===== config.mk =====
export PLATFORM = sky130hd
export DESIGN_NAME = flash_cmd_seq
export DESIGN_NICKNAME = d
export VERILOG_FILES = /design/src/rtl/fcs_pkg.sv /design/src/rtl/fcs_decoder.sv /design/src/rtl/fcs_timer.sv /design/src/rtl/fcs_array.sv /design/src/rtl/flash_cmd_seq.sv
export SDC_FILE = /design/constraint.sdc
export NUM_CORES = 2
export LEC_CHECK = 0
export BUFFER_PORTS_ARGS = -buffer_cell sky130_fd_sc_hd__buf_2
export CORE_MARGIN = 5
export CORE_UTILIZATION = 52
export CTS_BUF_LIST = sky130_fd_sc_hd__clkbuf_8
export CTS_CLUSTER_SIZE = 40
export DETAILED_ROUTE_END_ITERATION = 12
export PLACE_DENSITY = 0.65
export SYNTH_ARGS = -nofsm -noshare
export SYNTH_HDL_FRONTEND = slang
export SYNTH_SLANG_ARGS = --single-unit

===== constraint.sdc =====
create_clock -name clk -period 5.49 [get_ports clk]
set_input_delay 0.8235 -clock clk [delete_from_list [all_inputs] [get_ports clk]]
set_output_delay 0.8235 -clock clk [all_outputs]
set_load 0.01 [all_outputs]

===== src/rtl/fcs_pkg.sv =====
package fcs_pkg;

    localparam int DATA_W = 8;

    // unlock address/data pairs and command codes
    localparam logic [7:0] UL_ADDR_A = 8'h55;
    localparam logic [7:0] UL_ADDR_B = 8'hAA;
    localparam logic [7:0] UL_KEY_A  = 8'hAA;
    localparam logic [7:0] UL_KEY_B  = 8'h55;
    localparam logic [7:0] CMD_PROG  = 8'hA0;
    localparam logic [7:0] CMD_ESET  = 8'h80;
    localparam logic [7:0] CMD_ERASE = 8'h30;
    localparam logic [7:0] CMD_RESUM = 8'h30;
    localparam logic [7:0] CMD_SUSP  = 8'hB0;
    localparam logic [7:0] CMD_SPM   = 8'h40;

    typedef enum logic [2:0] {
        DS_IDLE,
        DS_UL1,
        DS_UL2,
        DS_PDATA,
        DS_EUL1,
        DS_EUL2,
        DS_EUL3
    } dec_st_e;

    typedef struct packed {
        logic prog;
        logic erase;
        logic susp;
        logic resume;
        logic spm;
    } dec_ev_t;

    function automatic logic vpp_enabled(input logic [1:0] lvl);
        return lvl != 2'b00;
    endfunction

    function automatic logic vpp_high(input logic [1:0] lvl);
        return lvl[1];
    endfunction

    function automatic logic [DATA_W-1:0] poll_word(input logic tgt7, input logic tog);
        return {~tgt7, tog, {(DATA_W-2){1'b0}}};
    endfunction

endpackage


===== src/rtl/fcs_decoder.sv =====
module fcs_decoder
    import fcs_pkg::*;
(
    input  logic              clk,
    input  logic              rst,
    input  logic              clr,
    input  logic              wr_en,
    input  logic [7:0]        wr_addr,
    input  logic [DATA_W-1:0] wr_data,
    output dec_ev_t           ev
);

    dec_st_e st_q, st_d;

    always_comb begin
        st_d = st_q;
        ev   = '0;
        if (wr_en && !clr) begin
            case (st_q)
                DS_IDLE: begin
                    if (wr_addr == UL_ADDR_A && wr_data == UL_KEY_A) st_d = DS_UL1;
                    else if (wr_data == CMD_SUSP)                    ev.susp = 1'b1;
                    else if (wr_data == CMD_RESUM)                   ev.resume = 1'b1;
                end
                DS_UL1:
                    st_d = (wr_addr == UL_ADDR_B && wr_data == UL_KEY_B) ? DS_UL2 : DS_IDLE;
                DS_UL2: begin
                    if (wr_addr == UL_ADDR_A && wr_data == CMD_PROG)      st_d = DS_PDATA;
                    else if (wr_addr == UL_ADDR_A && wr_data == CMD_ESET) st_d = DS_EUL1;
                    else                                                  st_d = DS_IDLE;
                end
                DS_PDATA: begin
                    ev.prog = 1'b1;
                    st_d    = DS_IDLE;
                end
                DS_EUL1:
                    st_d = (wr_addr == UL_ADDR_A && wr_data == UL_KEY_A) ? DS_EUL2 : DS_IDLE;
                DS_EUL2:
                    st_d = (wr_addr == UL_ADDR_B && wr_data == UL_KEY_B) ? DS_EUL3 : DS_IDLE;
                DS_EUL3: begin
                    if (wr_data == CMD_ERASE)                            ev.erase = 1'b1;
                    else if (wr_addr == UL_ADDR_A && wr_data == CMD_SPM) ev.spm = 1'b1;
                    st_d = DS_IDLE;
                end
                default: st_d = DS_IDLE;
            endcase
        end
    end

    always_ff @(posedge clk) begin
        if (rst || clr) st_q <= DS_IDLE;
        else            st_q <= st_d;
    end

    // a broken unlock pair sends the decoder back to idle
    a_r4_broken_unlock: assert property (@(posedge clk) disable iff (rst)
        (wr_en && !clr && st_q == DS_UL1 && !(wr_addr == UL_ADDR_B && wr_data == UL_KEY_B))
        |=> st_q == DS_IDLE);

    // single-pulse mode holds the decoder idle
    a_r12_dec_held: assert property (@(posedge clk) disable iff (rst)
        clr |=> st_q == DS_IDLE);

endmodule


===== src/rtl/fcs_timer.sv =====
module fcs_timer #(
    parameter int CW = 6
) (
    input  logic          clk,
    input  logic          rst,
    input  logic          load,
    input  logic [CW-1:0] len,
    input  logic          run,
    output logic          active,
    output logic          done
);

    logic [CW-1:0] cnt_q;

    assign active = cnt_q != '0;
    assign done   = run && !load && cnt_q == CW'(1);

    always_ff @(posedge clk) begin
        if (rst)                    cnt_q <= '0;
        else if (load)              cnt_q <= len;
        else if (run && cnt_q != '0) cnt_q <= cnt_q - CW'(1);
    end

    // a held timer keeps its remaining count
    a_r7_hold_count: assert property (@(posedge clk) disable iff (rst)
        (!run && !load) |=> $stable(cnt_q));

    // completion empties the timer
    a_r2_done_idle: assert property (@(posedge clk) disable iff (rst)
        (done && !load) |=> !active);

endmodule


===== src/rtl/fcs_array.sv =====
module fcs_array
    import fcs_pkg::*;
#(
    parameter int AW = 8,
    parameter int SW = 4
) (
    input  logic              clk,
    input  logic              pgm_en,
    input  logic [AW-1:0]     pgm_addr,
    input  logic [DATA_W-1:0] pgm_data,
    input  logic              ers_en,
    input  logic [AW-SW-1:0]  ers_sec,
    input  logic [AW-1:0]     rd_addr,
    output logic [DATA_W-1:0] rd_word
);

    localparam int DEPTH = 1 << AW;
    localparam int SECT  = 1 << SW;

    logic [DATA_W-1:0] mem [DEPTH];

    assign rd_word = mem[rd_addr];

    // contents survive reset, as a nonvolatile array does
    always_ff @(posedge clk) begin
        if (ers_en) begin
            for (int i = 0; i < SECT; i++)
                mem[{ers_sec, SW'(i)}] <= '1;
        end else if (pgm_en) begin
            mem[pgm_addr] <= mem[pgm_addr] & pgm_data;
        end
    end

endmodule


===== src/rtl/flash_cmd_seq.sv =====
module flash_cmd_seq
    import fcs_pkg::*;
#(
    parameter int AW         = 8,
    parameter int SW         = 4,
    parameter int NPLANE     = 4,
    parameter int PROG_CYC   = 8,
    parameter int ERASE_CYC  = 32,
    parameter int PROG_FAST  = 3,
    parameter int ERASE_FAST = 12
) (
    input  logic              clk,
    input  logic              rst,
    input  logic [1:0]        vpp_lvl,
    input  logic              wr_en,
    input  logic [AW-1:0]     wr_addr,
    input  logic [DATA_W-1:0] wr_data,
    input  logic              rd_en,
    input  logic [AW-1:0]     rd_addr,
    output logic [DATA_W-1:0] rd_data,
    output logic              busy_o,
    output logic              susp_o,
    output logic              spm_o
);

    localparam int PLW = $clog2(NPLANE);
    localparam int CW  = $clog2(ERASE_CYC + 1);

    typedef struct packed {
        logic              is_erase;
        logic [AW-1:0]     addr;
        logic [DATA_W-1:0] data;
    } op_t;

    dec_ev_t ev;
    op_t     prim_q, nest_q, cur_op;
    logic    spm_q, susp_q, tog_q;
    logic    prim_act, prim_done, nest_act, nest_done;
    logic    vpp_ok, vpp_hi, req_prog, start_prim, start_nest;
    logic    status_hit;
    logic [CW-1:0]     prog_len, prim_len;
    logic [DATA_W-1:0] arr_word;

    fcs_decoder i_dec (
        .clk     (clk),
        .rst     (rst),
        .clr     (spm_q),
        .wr_en   (wr_en),
        .wr_addr (wr_addr[7:0]),
        .wr_data (wr_data),
        .ev      (ev)
    );

    assign vpp_ok   = vpp_enabled(vpp_lvl);
    assign vpp_hi   = vpp_high(vpp_lvl);
    assign prog_len = vpp_hi ? CW'(PROG_FAST) : CW'(PROG_CYC);
    assign prim_len = ev.erase ? (vpp_hi ? CW'(ERASE_FAST) : CW'(ERASE_CYC)) : prog_len;
    assign busy_o   = (prim_act && !susp_q) || nest_act;

    // single-pulse mode turns every idle write into a program request
    assign req_prog   = spm_q ? (wr_en && !busy_o) : ev.prog;
    assign start_prim = vpp_ok && !prim_act && (req_prog || ev.erase);
    assign start_nest = vpp_ok && req_prog && prim_act && susp_q && !nest_act &&
                        (wr_addr[AW-1:SW] != prim_q.addr[AW-1:SW]);

    fcs_timer #(.CW(CW)) i_prim_tmr (
        .clk    (clk),
        .rst    (rst),
        .load   (start_prim),
        .len    (prim_len),
        .run    (prim_act && !susp_q),
        .active (prim_act),
        .done   (prim_done)
    );

    fcs_timer #(.CW(CW)) i_nest_tmr (
        .clk    (clk),
        .rst    (rst),
        .load   (start_nest),
        .len    (prog_len),
        .run    (nest_act),
        .active (nest_act),
        .done   (nest_done)
    );

    always_ff @(posedge clk) begin
        if (rst) begin
            prim_q <= '0;
            nest_q <= '0;
            susp_q <= 1'b0;
            spm_q  <= 1'b0;
        end else begin
            if (start_prim) prim_q <= '{is_erase: ev.erase, addr: wr_addr, data: wr_data};
            if (start_nest) nest_q <= '{is_erase: 1'b0, addr: wr_addr, data: wr_data};

            if (prim_done)
                susp_q <= 1'b0;
            else if (ev.susp && prim_act && !susp_q)
                susp_q <= 1'b1;
            else if (ev.resume && susp_q && !nest_act)
                susp_q <= 1'b0;

            if (!vpp_hi)
                spm_q <= 1'b0;
            else if (ev.spm && !prim_act)
                spm_q <= 1'b1;
        end
    end

    fcs_array #(.AW(AW), .SW(SW)) i_arr (
        .clk      (clk),
        .pgm_en   ((prim_done && !prim_q.is_erase) || nest_done),
        .pgm_addr (nest_done ? nest_q.addr : prim_q.addr),
        .pgm_data (nest_done ? nest_q.data : prim_q.data),
        .ers_en   (prim_done && prim_q.is_erase),
        .ers_sec  (prim_q.addr[AW-1:SW]),
        .rd_addr  (rd_addr),
        .rd_word  (arr_word)
    );

    assign cur_op     = nest_act ? nest_q : prim_q;
    assign status_hit = busy_o && (rd_addr[AW-1 -: PLW] == cur_op.addr[AW-1 -: PLW]);

    always_ff @(posedge clk) begin
        if (rst) begin
            rd_data <= '0;
            tog_q   <= 1'b0;
        end else if (rd_en) begin
            if (status_hit) begin
                rd_data <= poll_word(cur_op.is_erase | cur_op.data[DATA_W-1], tog_q);
                tog_q   <= ~tog_q;
            end else begin
                rd_data <= arr_word;
            end
        end
    end

    assign susp_o = susp_q;
    assign spm_o  = spm_q;

    // reset leaves the block idle in read mode
    a_r1_reset_idle: assert property (@(posedge clk)
        rst |=> (!busy_o && !susp_o && !spm_o));

    // a nested program only exists under a suspended operation
    a_r8_nest_under_susp: assert property (@(posedge clk) disable iff (rst)
        nest_act |-> susp_q);

    // nothing starts at the inhibit level
    a_r9_inhibit: assert property (@(posedge clk) disable iff (rst)
        (vpp_lvl == 2'b00 && !busy_o && !susp_o) |=> !busy_o);

    // single-pulse mode ends when the supply leaves high
    a_r13_spm_exit: assert property (@(posedge clk) disable iff (rst)
        (spm_o && !vpp_lvl[1]) |=> !spm_o);

    // no command events reach the sequencer in single-pulse mode
    a_r12_no_cmds: assert property (@(posedge clk) disable iff (rst)
        spm_q |-> !(ev.susp || ev.resume || ev.erase || ev.spm));

    // erase status reads show bit 7 low
    a_r6_erase_poll: assert property (@(posedge clk) disable iff (rst)
        (rd_en && status_hit && cur_op.is_erase) |=> !rd_data[DATA_W-1]);

endmodule


### Word level (Yosys, flattened, before mapping)

Memories as Yosys holds them, arrays and structs flattened.
Index checks and enable logic that the tools add are counted.

| word-level totals | value |
|---|---|
| output and inout bits | 11 |
| logic and storage cells | 132 |
| bits in registers | 59 |
| RAM bits | 2,048 |
| memories | 1 |
| input port bits | 30 |

Memory list:

| memory | depth | width | read ports | clocked after Yosys merged registers in | write ports | line | text |
|---|---|---|---|---|---|---|---|
| i_arr.mem | 256 | 8 | 2 | 0 | 16 | fcs_array.sv:20 | `logic [DATA_W-1:0] mem [DEPTH];` |

| cells by class | value |
|---|---|
| bitwise gates (word level) | 5 |
| reduce and logical (&&, ||, !) cells | 52 |
| mux-type cells | 40 |
| $add $sub $neg | 2 |
| eq/ne operators | 20 |

Operators with widths:

| cell | number |
|---|---|
| == test 8 bit (second input constant) | 5 |
| two-way mux 8 bit | 5 |
| two-way mux 6 bit | 6 |
| logical AND 1 bit | 28 |
| == test 8 x 7 -> 1 bit (second input constant) | 3 |
| two-way mux 1 bit | 17 |
| two-way mux 17 bit | 1 |
| two-way mux 3 bit | 5 |
| one-hot mux 3 bit (5 select lines) | 1 |
| == test 6 x 1 -> 1 bit (second input constant) | 2 |
| nonzero test 6 bit | 2 |
| subtractor 6 x 1 -> 6 bit (second input constant) | 2 |
| == test 3 bit (second input constant) | 3 |
| bitwise AND 8 bit | 1 |
| == test 8 x 6 -> 1 bit (second input constant) | 1 |
| logical NOT 1 bit | 8 |
| nonzero test 2 bit | 4 |
| OR reduction 8 bit | 1 |
| == test 3 x 2 -> 1 bit (second input constant) | 2 |
| two-way mux 2 bit | 3 |
| two-way mux 5 bit | 1 |
| logical OR 1 bit | 4 |
| two-way mux 4 bit | 1 |
| inequality test 4 bit | 1 |
| other kinds (8) | 12 |

### Logic depth before layout (Yosys ltp)

| logic depth | value |
|---|---|
| depth after elaboration | 21 |
| depth in mapped cells | 21 |
| depth with buffers taken out | 12 |

### By module

A second synthesis with hierarchy kept.

| second synthesis, totals | value |
|---|---|
| cell total of the unflattened synthesis | 7,787 |
| area total of the unflattened synthesis | 110,932.6 µm² |

By module, submodules not included:

| module | times used | area each (µm²) | cells each | seq. area each (µm²) |
|---|---|---|---|---|
| fcs_array | 1 | 107,498.1 | 7,406 | 61,499.0 |
| flash_cmd_seq | 1 | 2,210.9 | 231 | 880.8 |
| fcs_timer | 2 | 415.4 | 50 | 120.1 |
| fcs_decoder | 1 | 392.9 | 50 | 60.1 |

### Least setup slack after synthesis

No wires, ideal clock.

| path | value |
|---|---|
| path kind | input to register |
| from | input rd_addr[1] |
| to | register rd_data[2] |
| stages on the path | 9 |
| path buffers | 4 |
| data arrival time | 4,259 ps |
| setup slack | 1,099 ps |
| setup time | 132 ps |
| cell sequence | clkbuf_1 -> clkbuf_1 -> buf_1 -> buf_1 -> mux4_2 -> mux4_2 -> mux4_2 -> a221oi_1 -> o32ai_1 |

| between the ends | value |
|---|---|
| cells in the longest elaborated chain, start to end | 2 |

Ends and longest elaborated chain:

| item | line | text |
|---|---|---|
| from (decl) | flash_cmd_seq.sv:19 | `input logic [AW-1:0] rd_addr,` |
| memory (256 x 8 bit) | -- |  |
| two-way mux 8 bit | flash_cmd_seq.sv:129 | `if (status_hit) begin` |
| to (signal assigned) | flash_cmd_seq.sv:130 | `rd_data <= poll_word(cur_op.is_erase \| cur_op.data[DATA_W-1], tog_q);` |
| to (signal assigned) | flash_cmd_seq.sv:133 | `rd_data <= arr_word;` |
| to (decl) | flash_cmd_seq.sv:20 | `output logic [DATA_W-1:0] rd_data,` |

No other way between the ends.
A chain may end at the register's enable or synchronous reset.

==> run metrics <==
die extent in y 474 µm; DRC 0; register area share after synthesis 0.560; GR Overflow Total 0; worst vdd ir 314 µV; antenna viol nets, final 0; compound-gate portion of the synthesized area 0.0598; total number of vias 90,000; Critical Path Sink i_arr.mem[150][3]$_SDFFCE_PN1P_; Placed Instance Area 124,000 µm²; TritonCTS clock tree built; Synth top area share 0.549; floorplan core area 214,000 µm²; Final Power 33.7 mW; leakage 51.7 nW; Mapped Area 112,000 µm²; fin. max-slew vios 1; fin crit share 1.03; Total GRT Usage 0.434; reg2reg end i_arr.mem[150][3]$_SDFFCE_PN1P_; Tmin final 5.65 ns; GPL Wtd Cong 1.08; Slew HR -0.00473; initial DRC count 15,600; kind of critical path flip-flop to flip-flop; Synth Register Bits 2,107; antenna violations before repair 44; crit-path max FO 44; pin count of the biggest net entering global routing 65; max incr delay on CP 0.65 ns; Peak Freq 177 MHz; CP required 6.35 ns; CP startpoint i_nest_tmr.cnt_q[0]$_SDFFE_PP0P_; main combinational cell family by area after synthesis multiplexers; Min Hold Slack 0.139 ns; H-tree depth 5; number of synthesis warnings 0; R2R cell count 17; # port buffers 40; HP Class primary input to flip-flop; commonest non-fill, non-tap cells in the layout nand2_1 (2,514), edfxtp_1 (2,048), buf_4 (1,171); ys async rst share 0; Top FF cell, synth edfxtp_1; critical path launch point type flip-flop; Final Hold Vio Count 0; worst setup margin -0.164 ns; initial core utilization 0.522; Setup violations, final 612; setup TNS -29.74 ns; final instance area 131,000 µm²; Worst setup EP type flip-flop; XOR/XNOR Fraction of Synth Area 0.00102; run status finished with violations; cell area power density 257 nW/µm²; Worst-Margin Slew 1.50 ns; data arrival time of the worst path 6.51 ns; CTS max path bufs 4; die area 225,000 µm²; vias in the first global route 86,200; post-synthesis cell type count 89; total CTS buffers 371; worst path cell trace inv_1 -> ha_1 -> buf_4 -> nor3b_4 -> buf_12 -> nand2_8 -> mux2i_4 -> buf_12 -> buf_4 -> o22ai_1 -> nor4_1 -> o22ai_1 -> a21oi_1 -> a41o_4 -> buf_12 -> buf_12 -> nand2_1; post-synthesis area per instance 12.7 µm²; leading area contributor after synthesis edfxtp_1; Clock Latency Late Sink 1.19 ns; share of layout cells above drive strength 1 0.266; placed cells 12,300; max cap viols 2; number of synthesized flops with an enable pin 2,048; Synth area leaders edfxtp_1 (55%), mux4_2 (14%), nand2_1 (8.5%); fin cells 13,000; Mapped Nets 8,863; slowest stage cell on the critical path nor4_1; number of I/O pins 41; final core utilization 0.610; CTS root buf clkbuf_8; Worst-path clk slew 0.06 ns; worst r2r src i_nest_tmr.cnt_q[0]$_SDFFE_PP0P_; vias per cell 6.94; Post-Place Worst Slack -0.441 ns; hpwl dp 359 mm; wire per inst 38.0 µm; Synth Area in Adders 0.000782; skew final 0.0910 ns; wirelength, routed 492 mm; Worst R2R Setup Slack -0.16 ns; post-synthesis cell count 8,826; first-pass GRT wire length 677 mm; Simple-Gate Fraction of Synth Area 0.119; row cnt 170; failing checks max-capacitance violations, max-slew violations, negative setup slack; area grow syn2layout 16.9%; Clock Sinks 2,107; commonest non-fill, non-tap cell in the layout nand2_1; die width 474 µm; fin nets 9,872; post-synthesis mux area share 0.215; DR pass1 iterations 9; cell with the most instances on the worst path buf_12
-- logic make-up (layout without fill, tap and decap cells) --
| kind of cell | after synthesis | after routing |
|---|---|---|
| xor gates and xnor gates | 13 | 13 |
| DFF | 2107 | 2107 |
| buffers and inverters | 800 | 2090 |
| adders and majority gates | 7 | 7 |
| other | 0 | 22 |
| AOI/OAI and AO/OA | 1088 | 1088 |
| muxes | 1521 | 1521 |
| and+or+nand+nor | 3290 | 3291 |
-- cells in the mapped netlist, types with 8 or more instances --
| library cell | count |
|---|---|
| a31o_2 | 10 |
| o41ai_1 | 8 |
| buf_1 | 89 |
| a311oi_1 | 8 |
| buf_8 | 21 |
| a21oi_1 | 191 |
| buf_2 | 69 |
| nand2b_1 | 21 |
| nand3_1 | 37 |
| nor2_1 | 344 |
| nor4_1 | 105 |
| mux4_2 | 709 |
| or4_1 | 14 |
| nand4_1 | 12 |
| or3_1 | 8 |
| o2111ai_1 | 8 |
| o31ai_1 | 12 |
| buf_6 | 135 |
| a22oi_1 | 10 |
| nand2_1 | 2532 |
| dfxtp_1 | 59 |
| or2_2 | 18 |
| o22ai_1 | 341 |
| a221oi_1 | 9 |
| and2_1 | 8 |
| inv_1 | 21 |
| clkbuf_1 | 306 |
| xnor2_1 | 9 |
| and3_1 | 13 |
| nor2b_1 | 17 |
| buf_4 | 157 |
| o21ai_0 | 302 |
| edfxtp_1 | 2048 |
| a211oi_1 | 10 |
| o32ai_1 | 36 |
| a31oi_1 | 40 |
| a2111oi_0 | 16 |
| mux2i_1 | 806 |
| o221ai_1 | 8 |
| a22o_1 | 9 |
| nor3_1 | 130 |
-- power by group --
group | internal (mW) | total, mW | switching, mW
combinational | 0.757 | 2.33 | 1.58
clock | 6.96 | 13.8 | 6.85
sequential | 17.4 | 17.5 | 0.0599
-- final cells by class --
type	count	area, µm²
Antenna cell	22	55.1
Clock buffer	375	5160
Clock inverter	280	1530
Fill cell	16900	83500
Inverter	21	78.8
Multi-Input combinational cell	5920	45000
Sequential cell	2107	62700
Tap cell	2838	3550
Timing Repair Buffer	1414	12900
-- worst min-delay path by stage --
stage | start | end | slack [ns] | cells past startpoint
2_1_floorplan | prim_q[1]$_SDFFE_PP0N_ | prim_q[1]$_SDFFE_PP0N_ | 0.44 | 2
3_3_place_gp | prim_q[1]$_SDFFE_PP0N_ | prim_q[1]$_SDFFE_PP0N_ | 0.44 | 2
3_5_place_dp | prim_q[2]$_SDFFE_PP0N_ | prim_q[2]$_SDFFE_PP0N_ | 0.46 | 2
4_1_cts | vpp_lvl[0] | prim_q[16]$_SDFFE_PP0N_ | 0.07 | 4
5_1_grt | vpp_lvl[0] | prim_q[16]$_SDFFE_PP0N_ | 0.17 | 4
6_report | vpp_lvl[0] | prim_q[16]$_SDFFE_PP0N_ | 0.14 | 4
-- metal layers --
metal,track usage,vias to the layer above,share of wire
met2,0.622,7881,0.42
met4,0.287,26,0.084
met1,0.551,44900,0.34
met3,0.164,1681,0.16
li1,-,35500,-
met5,0.00952,-,0.0010
-- worst max-delay path: cells and delay by family (launching register included) --
family | cells | cell delay [ns]
buffers and inverters | 7 | 1.52
AOI/OAI and AO/OA | 4 | 1.42
and+or+nand+nor | 4 | 1.19
DFF | 1 | 0.38
muxes | 1 | 0.37
adders and majority gates | 1 | 0.23
-- sequential cells by signal, summed over array words and instances (netlist names) --
name	count
prim_q	17
rd_data	8
i_nest_tmr.cnt_q	6
i_prim_tmr.cnt_q	6
tog_q	1
i_arr.mem	2048
susp_o	1
i_dec.st_q	3
spm_o	1
nest_q	16
-- repair_timing --
item	CTS	global route
setup buffers	9	5
gates cloned	0	1
gates resized for setup	12	11
pin swaps	3	2
endpoints found under the hold margin	44	0
hold buffers	19	0
setup endpoints to repair	1122	1632
Note: power is estimated with default switching activity, not from simulation.
